`src/rtl/dbmb_pkg.sv`:
```
package dbmb_pkg;
  localparam int ADDR_W    = 12;
  localparam int DATA_W    = 32;
  localparam int WIN_SHIFT = 5;
  localparam int IDX_W     = ADDR_W - WIN_SHIFT;

  typedef logic [DATA_W-1:0] word_t;
  typedef logic [ADDR_W-1:0] addr_t;

  // per-channel window offsets
  localparam logic [WIN_SHIFT-1:0] W_PEND   = 5'h00;
  localparam logic [WIN_SHIFT-1:0] W_VIEW   = 5'h04;
  localparam logic [WIN_SHIFT-1:0] W_CLR    = 5'h08;
  localparam logic [WIN_SHIFT-1:0] W_SET    = 5'h0C;
  localparam logic [WIN_SHIFT-1:0] W_MASK   = 5'h10;
  localparam logic [WIN_SHIFT-1:0] W_MSET   = 5'h14;
  localparam logic [WIN_SHIFT-1:0] W_MCLR   = 5'h18;

  // global offsets
  localparam addr_t G_COUNT = 12'hF80;
  localparam addr_t G_REQ   = 12'hF88;
  localparam addr_t G_RDY   = 12'hF8C;
  localparam addr_t G_ARCH  = 12'hFCC;

  function automatic logic [IDX_W-1:0] win_index(input addr_t a);
    return a[ADDR_W-1:WIN_SHIFT];
  endfunction

  function automatic logic [WIN_SHIFT-1:0] win_reg(input addr_t a);
    return a[WIN_SHIFT-1:0];
  endfunction

  function automatic logic in_window(input addr_t a, input int unsigned nch);
    return int'(win_index(a)) < int'(nch);
  endfunction

  function automatic word_t pend_next(input word_t cur, input word_t setb, input word_t clrb);
    return (cur & ~clrb) | setb;
  endfunction

  function automatic word_t arch_word(input logic [3:0] major, input logic [3:0] minor);
    return {24'h0, major, minor};
  endfunction
endpackage

```
`src/rtl/dbmb_access_ctl.sv`:
```
module dbmb_access_ctl (
  input  logic clk,
  input  logic rst_n,
  input  logic req_we,
  input  logic req_val,
  output logic acc_req,
  output logic acc_rdy
);
  always_ff @(posedge clk or negedge rst_n) begin
    if (!rst_n) begin
      acc_req <= 1'b0;
      acc_rdy <= 1'b0;
    end else begin
      if (req_we) acc_req <= req_val;
      acc_rdy <= acc_req;
    end
  end
endmodule

```
`src/rtl/dbmb_channel.sv`:
```
module dbmb_channel
  import dbmb_pkg::*;
(
  input  logic  clk,
  input  logic  rst_n,
  input  word_t set_bits,
  input  word_t clr_bits,
  input  word_t mset_bits,
  input  word_t mclr_bits,
  output word_t pend,
  output word_t mask
);
  always_ff @(posedge clk or negedge rst_n) begin
    if (!rst_n) begin
      pend <= '0;
      mask <= '0;
    end else begin
      pend <= pend_next(pend, set_bits, clr_bits);
      mask <= (mask & ~mclr_bits) | mset_bits;
    end
  end
endmodule

```
`src/rtl/dbmb_tx_port.sv`:
```
module dbmb_tx_port
  import dbmb_pkg::*;
#(
  parameter int unsigned NUM_CH    = 4,
  parameter logic [3:0]  ARCH_MINOR = 4'd1
) (
  input  logic                    clk,
  input  logic                    rst_n,
  input  addr_t                   addr,
  input  logic                    wen,
  input  word_t                   wdata,
  input  logic                    ren,
  output word_t                   rdata,
  input  logic                    acc_req,
  input  logic                    acc_rdy,
  input  word_t [NUM_CH-1:0]      pend,
  output word_t [NUM_CH-1:0]      set_bits,
  output logic                    req_we,
  output logic                    req_val
);
  logic                 hit_win;
  logic [IDX_W-1:0]     idx;
  logic [WIN_SHIFT-1:0] wreg;
  word_t                rd_val;

  assign hit_win = in_window(addr, NUM_CH);
  assign idx     = win_index(addr);
  assign wreg    = win_reg(addr);
  assign req_we  = wen && (addr == G_REQ);
  assign req_val = wdata[0];

  for (genvar i = 0; i < int'(NUM_CH); i++) begin : g_set
    assign set_bits[i] = (wen && acc_rdy && hit_win && idx == IDX_W'(i) && wreg == W_SET)
                         ? wdata : '0;
  end

  always_comb begin
    rd_val = '0;
    if (hit_win) begin
      for (int i = 0; i < int'(NUM_CH); i++)
        if (idx == IDX_W'(i) && wreg == W_PEND) rd_val = pend[i];
    end else begin
      case (addr)
        G_COUNT: rd_val = DATA_W'(NUM_CH);
        G_REQ:   rd_val = {31'h0, acc_req};
        G_RDY:   rd_val = {31'h0, acc_rdy};
        G_ARCH:  rd_val = arch_word(4'd1, ARCH_MINOR);
        default: rd_val = '0;
      endcase
    end
  end

  always_ff @(posedge clk or negedge rst_n) begin
    if (!rst_n) rdata <= '0;
    else        rdata <= ren ? rd_val : '0;
  end
endmodule

```
`src/rtl/dbmb_rx_port.sv`:
```
module dbmb_rx_port
  import dbmb_pkg::*;
#(
  parameter int unsigned NUM_CH     = 4,
  parameter logic [3:0]  ARCH_MINOR = 4'd1
) (
  input  logic               clk,
  input  logic               rst_n,
  input  addr_t              addr,
  input  logic               wen,
  input  word_t              wdata,
  input  logic               ren,
  output word_t              rdata,
  input  word_t [NUM_CH-1:0] pend,
  input  word_t [NUM_CH-1:0] mask,
  output word_t [NUM_CH-1:0] clr_bits,
  output word_t [NUM_CH-1:0] mset_bits,
  output word_t [NUM_CH-1:0] mclr_bits
);
  logic                 hit_win;
  logic [IDX_W-1:0]     idx;
  logic [WIN_SHIFT-1:0] wreg;
  word_t                rd_val;

  assign hit_win = in_window(addr, NUM_CH);
  assign idx     = win_index(addr);
  assign wreg    = win_reg(addr);

  for (genvar i = 0; i < int'(NUM_CH); i++) begin : g_wr
    logic sel;
    assign sel          = wen && hit_win && idx == IDX_W'(i);
    assign clr_bits[i]  = (sel && wreg == W_CLR)  ? wdata : '0;
    assign mset_bits[i] = (sel && wreg == W_MSET) ? wdata : '0;
    assign mclr_bits[i] = (sel && wreg == W_MCLR) ? wdata : '0;
  end

  always_comb begin
    rd_val = '0;
    if (hit_win) begin
      for (int i = 0; i < int'(NUM_CH); i++) begin
        if (idx == IDX_W'(i)) begin
          case (wreg)
            W_PEND:  rd_val = pend[i];
            W_VIEW:  rd_val = pend[i] & ~mask[i];
            W_MASK:  rd_val = mask[i];
            default: rd_val = '0;
          endcase
        end
      end
    end else begin
      case (addr)
        G_COUNT: rd_val = DATA_W'(NUM_CH);
        G_ARCH:  rd_val = arch_word(4'd1, ARCH_MINOR);
        default: rd_val = '0;
      endcase
    end
  end

  always_ff @(posedge clk or negedge rst_n) begin
    if (!rst_n) rdata <= '0;
    else        rdata <= ren ? rd_val : '0;
  end
endmodule

```
`src/rtl/doorbell_mbox.sv`:
```
module doorbell_mbox
  import dbmb_pkg::*;
#(
  parameter int unsigned NUM_CH     = 4,
  parameter logic [3:0]  ARCH_MINOR = 4'd1
) (
  input  logic        clk,
  input  logic        rst_n,
  input  logic [11:0] tx_addr,
  input  logic        tx_wen,
  input  logic [31:0] tx_wdata,
  input  logic        tx_ren,
  output logic [31:0] tx_rdata,
  input  logic [11:0] rx_addr,
  input  logic        rx_wen,
  input  logic [31:0] rx_wdata,
  input  logic        rx_ren,
  output logic [31:0] rx_rdata,
  output logic        rx_irq
);
  // named internal events, observed by the bound checker
  word_t [NUM_CH-1:0] ch_pend;
  word_t [NUM_CH-1:0] ch_mask;
  word_t [NUM_CH-1:0] ch_set;
  word_t [NUM_CH-1:0] ch_clr;
  word_t [NUM_CH-1:0] ch_mset;
  word_t [NUM_CH-1:0] ch_mclr;
  logic  [NUM_CH-1:0] ch_live;
  logic               acc_req;
  logic               acc_rdy;
  logic               req_we;
  logic               req_val;

  dbmb_access_ctl u_acc (
    .clk(clk), .rst_n(rst_n), .req_we(req_we), .req_val(req_val),
    .acc_req(acc_req), .acc_rdy(acc_rdy)
  );

  dbmb_tx_port #(.NUM_CH(NUM_CH), .ARCH_MINOR(ARCH_MINOR)) u_tx (
    .clk(clk), .rst_n(rst_n), .addr(tx_addr), .wen(tx_wen), .wdata(tx_wdata),
    .ren(tx_ren), .rdata(tx_rdata), .acc_req(acc_req), .acc_rdy(acc_rdy),
    .pend(ch_pend), .set_bits(ch_set), .req_we(req_we), .req_val(req_val)
  );

  dbmb_rx_port #(.NUM_CH(NUM_CH), .ARCH_MINOR(ARCH_MINOR)) u_rx (
    .clk(clk), .rst_n(rst_n), .addr(rx_addr), .wen(rx_wen), .wdata(rx_wdata),
    .ren(rx_ren), .rdata(rx_rdata), .pend(ch_pend), .mask(ch_mask),
    .clr_bits(ch_clr), .mset_bits(ch_mset), .mclr_bits(ch_mclr)
  );

  for (genvar i = 0; i < int'(NUM_CH); i++) begin : g_ch
    dbmb_channel u_ch (
      .clk(clk), .rst_n(rst_n),
      .set_bits(ch_set[i]), .clr_bits(ch_clr[i]),
      .mset_bits(ch_mset[i]), .mclr_bits(ch_mclr[i]),
      .pend(ch_pend[i]), .mask(ch_mask[i])
    );
    assign ch_live[i] = |(ch_pend[i] & ~ch_mask[i]);
  end

  assign rx_irq = |ch_live;
endmodule

```
`config.mk`:
```
export PLATFORM = sky130hd
export DESIGN_NAME = doorbell_mbox
export DESIGN_NICKNAME = d
export VERILOG_FILES = /design/src/rtl/dbmb_pkg.sv /design/src/rtl/dbmb_access_ctl.sv /design/src/rtl/dbmb_channel.sv /design/src/rtl/dbmb_tx_port.sv /design/src/rtl/dbmb_rx_port.sv /design/src/rtl/doorbell_mbox.sv
export SDC_FILE = /design/constraint.sdc
export NUM_CORES = 1
export LEC_CHECK = 0
export ABC_AREA = 1
export CORE_ASPECT_RATIO = 0.8
export CORE_MARGIN = 3
export CORE_UTILIZATION = 35
export DETAILED_ROUTE_END_ITERATION = 8
export PLACE_DENSITY = 0.55
export SLEW_MARGIN = 20
export SYNTH_ARGS = -nofsm -noshare
export SYNTH_HDL_FRONTEND = slang
export SYNTH_HIERARCHICAL = 1
export SYNTH_SLANG_ARGS = --single-unit
export TNS_END_PERCENT = 50
```
`constraint.sdc`:
```
create_clock -name clk -period 2.1 [get_ports clk]
set_clock_uncertainty 0.1 [all_clocks]
set_input_delay 0.42 -clock clk [delete_from_list [all_inputs] [get_ports clk]]
set_output_delay 0.42 -clock clk [all_outputs]
set_load 0.02 [all_outputs]
```
# Word-level counts from Yosys, hierarchy flattened
# Cells that the tools add are included.
# classes
mux	34
n_lt_le_gt_ge	2
n_reduce_logical	37
eq_ne	18
n_bitwise	32
# ops
cell	n
two-way mux 32 bit	28
bitwise AND 32 bit	12
NOT 32 bit	12
case mux 32 bit (3 select lines)	4
bitwise OR 32 bit	8
OR reduction 128 bit	1
== test 12 bit, second input constant	6
logical AND 1 bit	32
== test 7 x 2 -> 1 bit, second input constant	4
case mux 5 bit (4 select lines)	1
== test 5 bit, second input constant	3
== test 7 x 1 -> 1 bit, second input constant	2
zero test 7 bit	2
less-than comparator 7 x 3 -> 1 bit, second input constant	2
== test 5 x 4 -> 1 bit, second input constant	2
zero test 5 bit	2
case mux 5 bit (2 select lines)	1
== test 5 x 3 -> 1 bit, second input constant	1
# word_totals
in_bits	94
word_cells	135
out_inout_bits	65
register_bits	322

# Depth between registers and ports, before layout
# logic_depth
word_depth	9
ltp_mapped	12
ltp_nobuf	11

# Cells and area by module
# The synthesis kept the hierarchy.
# by_module_without_submodules
mod	area_each_um2	instances	seq_area_each_um2	cells_each
dbmb_channel	2562.5	4	1601.5	320
dbmb_rx_port	6267.3	1	800.8	1328
dbmb_tx_port	3045.4	1	800.8	555
doorbell_mbox	1357.6	1	0.0	351
dbmb_access_ctl	65.1	1	50.0	6

# Worst setup path before layout
# No wires, ideal clock.
# synth_timing
path_kind	in2reg
from	in rx_addr[1]
to	reg g_ch[1].u_ch.mask[21]
arrival_time_ps	1664
path_buffers	2
setup_time_ps	117
required_time_ps	1883
setup_slack_ps	219
path_stages	10
cell_sequence	nor2_2 buf_2 nand3_1 nor2_2 nand4_1 clkbuf_1 nor2_1 inv_1 nand2_1 nand2_1
# synth_rtl
element	line	text
start, declared	doorbell_mbox.sv:14	input logic [11:0] rx_addr,
end signal, assigned	dbmb_channel.sv:19	mask <= (mask & ~mclr_bits) | mset_bits;
end, declared	dbmb_channel.sv:11	output word_t mask

# Final worst setup path
# layout_timing
from	reg g_ch[0].u_ch.mask[31]
to	out rx_irq
# layout_via
elab_chain_len	3
# layout_rtl
element	line	text
start, declared	dbmb_channel.sv:11	
start signal, assigned	dbmb_channel.sv:19	
NOT 32 bit	doorbell_mbox.sv:58	assign ch_live[i] = |(ch_pend[i] & ~ch_mask[i]);
bitwise AND 32 bit	doorbell_mbox.sv:58	
OR reduction 128 bit	doorbell_mbox.sv:61	assign rx_irq = |ch_live;
end, declared	doorbell_mbox.sv:19	output logic rx_irq
# Every way passes these cells.

==> summary.md <==
| Metric | Value |
|---|---|
| IO Pins | 159 |
| Vias in the first global route | 21100 |
| Fillers | 6008 |
| Chip height | 225 µm |
| Post-synthesis sequential area ratio | 38.4% |
| Top post-synthesis cells by area | dfrtp_1, nand2_1, inv_1 |
| Syn_nets | 3614 |
| Initial DRC count | 2221 |
| Post-synth EDFFs | 0 |
| DRC violations left | 0 |
| Final nets | 4131 |
| Initial core utilization | 35.7% |
| Cell area after synthesis | 21000 µm² |
| Syn Area/Cell | 5.96 µm² |
| Status | complete, but fails checks |
| WP data arrival | 2.07 ns |
| Grt ovf | 0 |
| Syn-to-layout area delta | 37.5% |
| Routed WL | 88200 µm |
| First-pass GRT wire length | 132000 µm |
| Die W | 280 µm |
| Crit-path max FO | 2 |
| Fmax | 0.386 GHz |
| H-tree levels | 2 |
| Worst Slack Setup Final | -0.491 ns |
| Slew Limit Fails | 0 |
| Commonest cells post-synth | nand2_1, inv_1, nor2_1 |
| Setup crit start kind | register |
| Total chip power | 14.4 mW |
| Register area | 8060 µm² |
| Root Driver | clkbuf_16 |
| Worst Path Required | 1.58 ns |
| Multi-input gate area | 9630 µm² |
| Leading area contributor after synthesis | dfrtp_1 |
| Reg-to-Reg Start | u_acc/acc_rdy |
| Top cell type's share of synthesized area | 38.4% |
| Final worst-path cycle share | 123% |
| Count leader, synth | nand2_1 |
| #FFs+latches synth | 322 |
| Pwr dens | 499 nW/µm² |
| Asr flop ratio synth | 100% |
| Worst-path clk slew | 0.06 ns |
| DR vias | 22900 |
| Slew @ Worst Pin | 0.577 ns |
| Antenna Cells | 0 |
| Synth unique cells | 27 |
| Hold Fails Final Rpt | 0 |
| Rows | 79 |
| DP Worst Slack | -0.808 ns |
| WS Path Type | register to output pin |
| Worst Setup End Kind | output pin |
| Area of the die | 62900 µm² |
| Worst hold slack | 0.233 ns |
| RSZ-0062 raised after global routing | yes |
| GP Congestion | 0.919 |
| Buffers on Ports | 158 |
| CTS Buffer Depth | 3 |
| Largest net degree at the start of global routing | 62 |
| Clock sinks | 322 |
| Initial antenna violation count | 1 |
| Final setup violation count | 1 |
| Dpl hpwl | 60500 µm |
| Final min period | 2.59 ns |
| Failing checks | negative setup slack |
| Slew HR | 61.5% |
| Wire per inst | 18.3 µm |
| Leakage power | 15.0 nW |
| Max capacitance violation total | 0 |
| Cells after Synth | 3520 |
| Ys Warns | 6 |
| Worst Hold Class | input pin to async pin |
| CTS tree | done |
| Number of buffers created by CTS | 39 |
| Via density | 4.74 |
| Worst VDD drop | 0.458 mV |
| Clk_lat worst skew | 0.56 ns |
| Final ANT Viol Nets | 0 |
| CORE AREA | 58700 µm² |
| Worst Setup SP | g_ch[0].u_ch/mask[31] |
| Share of cells above drive strength 1 | 15.7% |
| Total GRT Usage | 27.8% |
| 1st-pass router iterations | 5 |
| Main flop type after synthesis | dfrtp_1 |
==> stage by stage <==
step	std cells	cell area [µm²]	utilization, %	setup TNS, ns
floorplan	3520	21000	-	0
global placement	4753	27300	46.5	-127.05
detailed placement	4753	27300	46.5	-127.24
CTS	4819	28700	48.8	-0.497
global route	4831	28900	49.1	-0.585
finish	4831	28900	49.1	-0.491
==> path summary, 6_finish.rpt <==
kind	endpoint	slack [ns]	cells after the start
worst max-delay path	rx_irq	-0.49	10
worst min-delay path	u_tx/rdata[4]	0.23	2
worst max register to register	g_ch[3].u_ch/pend[20]	0.51	8
worst min register to register	u_acc/acc_rdy	0.32	0
max in group asynchronous	g_ch[0].u_ch/mask[29]	0.99	3
min in group clk	u_acc/acc_rdy	0.32	0
==> routing by layer <==
metal  track usage [%]  vias to the layer above  wire length [µm]
met5                 0                        -                13
met4              7.80                        2              2550
met3              4.14                      142              7470
met2              43.7                      942             38700
met1              39.8                    10500             39500
li1                  -                    11300                 -
==> worst max-delay path, stage by stage (launching register included) <==
cell	delay, ns
dfrtp_1	0.34
inv_1	0.05
nand2_2	0.10
nand2_2	0.07
nor2_4	0.20
nand2_2	0.10
nor2_4	0.15
nand2_2	0.07
nor2_2	0.13
nand2_2	0.12
buf_6	0.16
==> area by class of cell <==
class / instances / area share, %
Clock buffer: 55 / 4.01
Clock inverter: 11 / 0.468
Inverter: 749 / 9.75
Multi-Input combinational cell: 2274 / 33.4
Sequential cell: 322 / 27.9
Tap cell: 769 / 3.33
Timing Repair Buffer: 651 / 21.1
==> sequential cells by signal, indices dropped and copies added (netlist names) <==
register,count
u_rx/rdata,32
u_acc/acc_req,1
g_ch.u_ch/mask,128
g_ch.u_ch/pend,128
u_tx/rdata,32
u_acc/acc_rdy,1
==> power by group <==
part	total [mW]	internal [mW]	switching (mW)
combinational	1.10	0.401	0.698
clock	7.08	4.19	2.89
sequential	6.22	6.22	0.00603
==> layout by cell type, fill, tap and decap left out, drive strengths merged <==
master         netlist  final
inv                749    748
nand4               25     25
clkbuf             106     55
dfrtp              322    322
buf                 69    495
o21bai               1      1
o21ai              177    177
dlygate4sd2          0     14
clkinvlp             0      2
clkdlybuf4s50        0    139
a21oi              122    122
o41a                 1      1
nor2               668    668
bufinv               0      3
nand3b               1      1
dlygate4sd3          0      1
nand2             1080   1080
nor3                 4      4
o41ai                1      1
dlymetal6s2s         0      2
clkinv               0      7
nand3              194    194
==> what timing repair did <==
action,4_1_cts,5_1_grt
pin swaps,14,21
gates resized for setup,56,39
gates cloned,0,1
hold buffers,1,0
endpoints found under the hold margin,62,0
buffers inserted,0,11
setup endpoints to repair,15,118
==> cell families (layout without fill, tap and decap cells) <==
logic type             after synthesis  after routing  share of synthesized area, %
buffers and inverters              924           1466                          17.2
AOI/OAI and AO/OA                  302            302                          7.26
and+or+nand+nor                   1972           1972                          37.2
DFF                                322            322                          38.4
(Power assumes the default switching activity.)
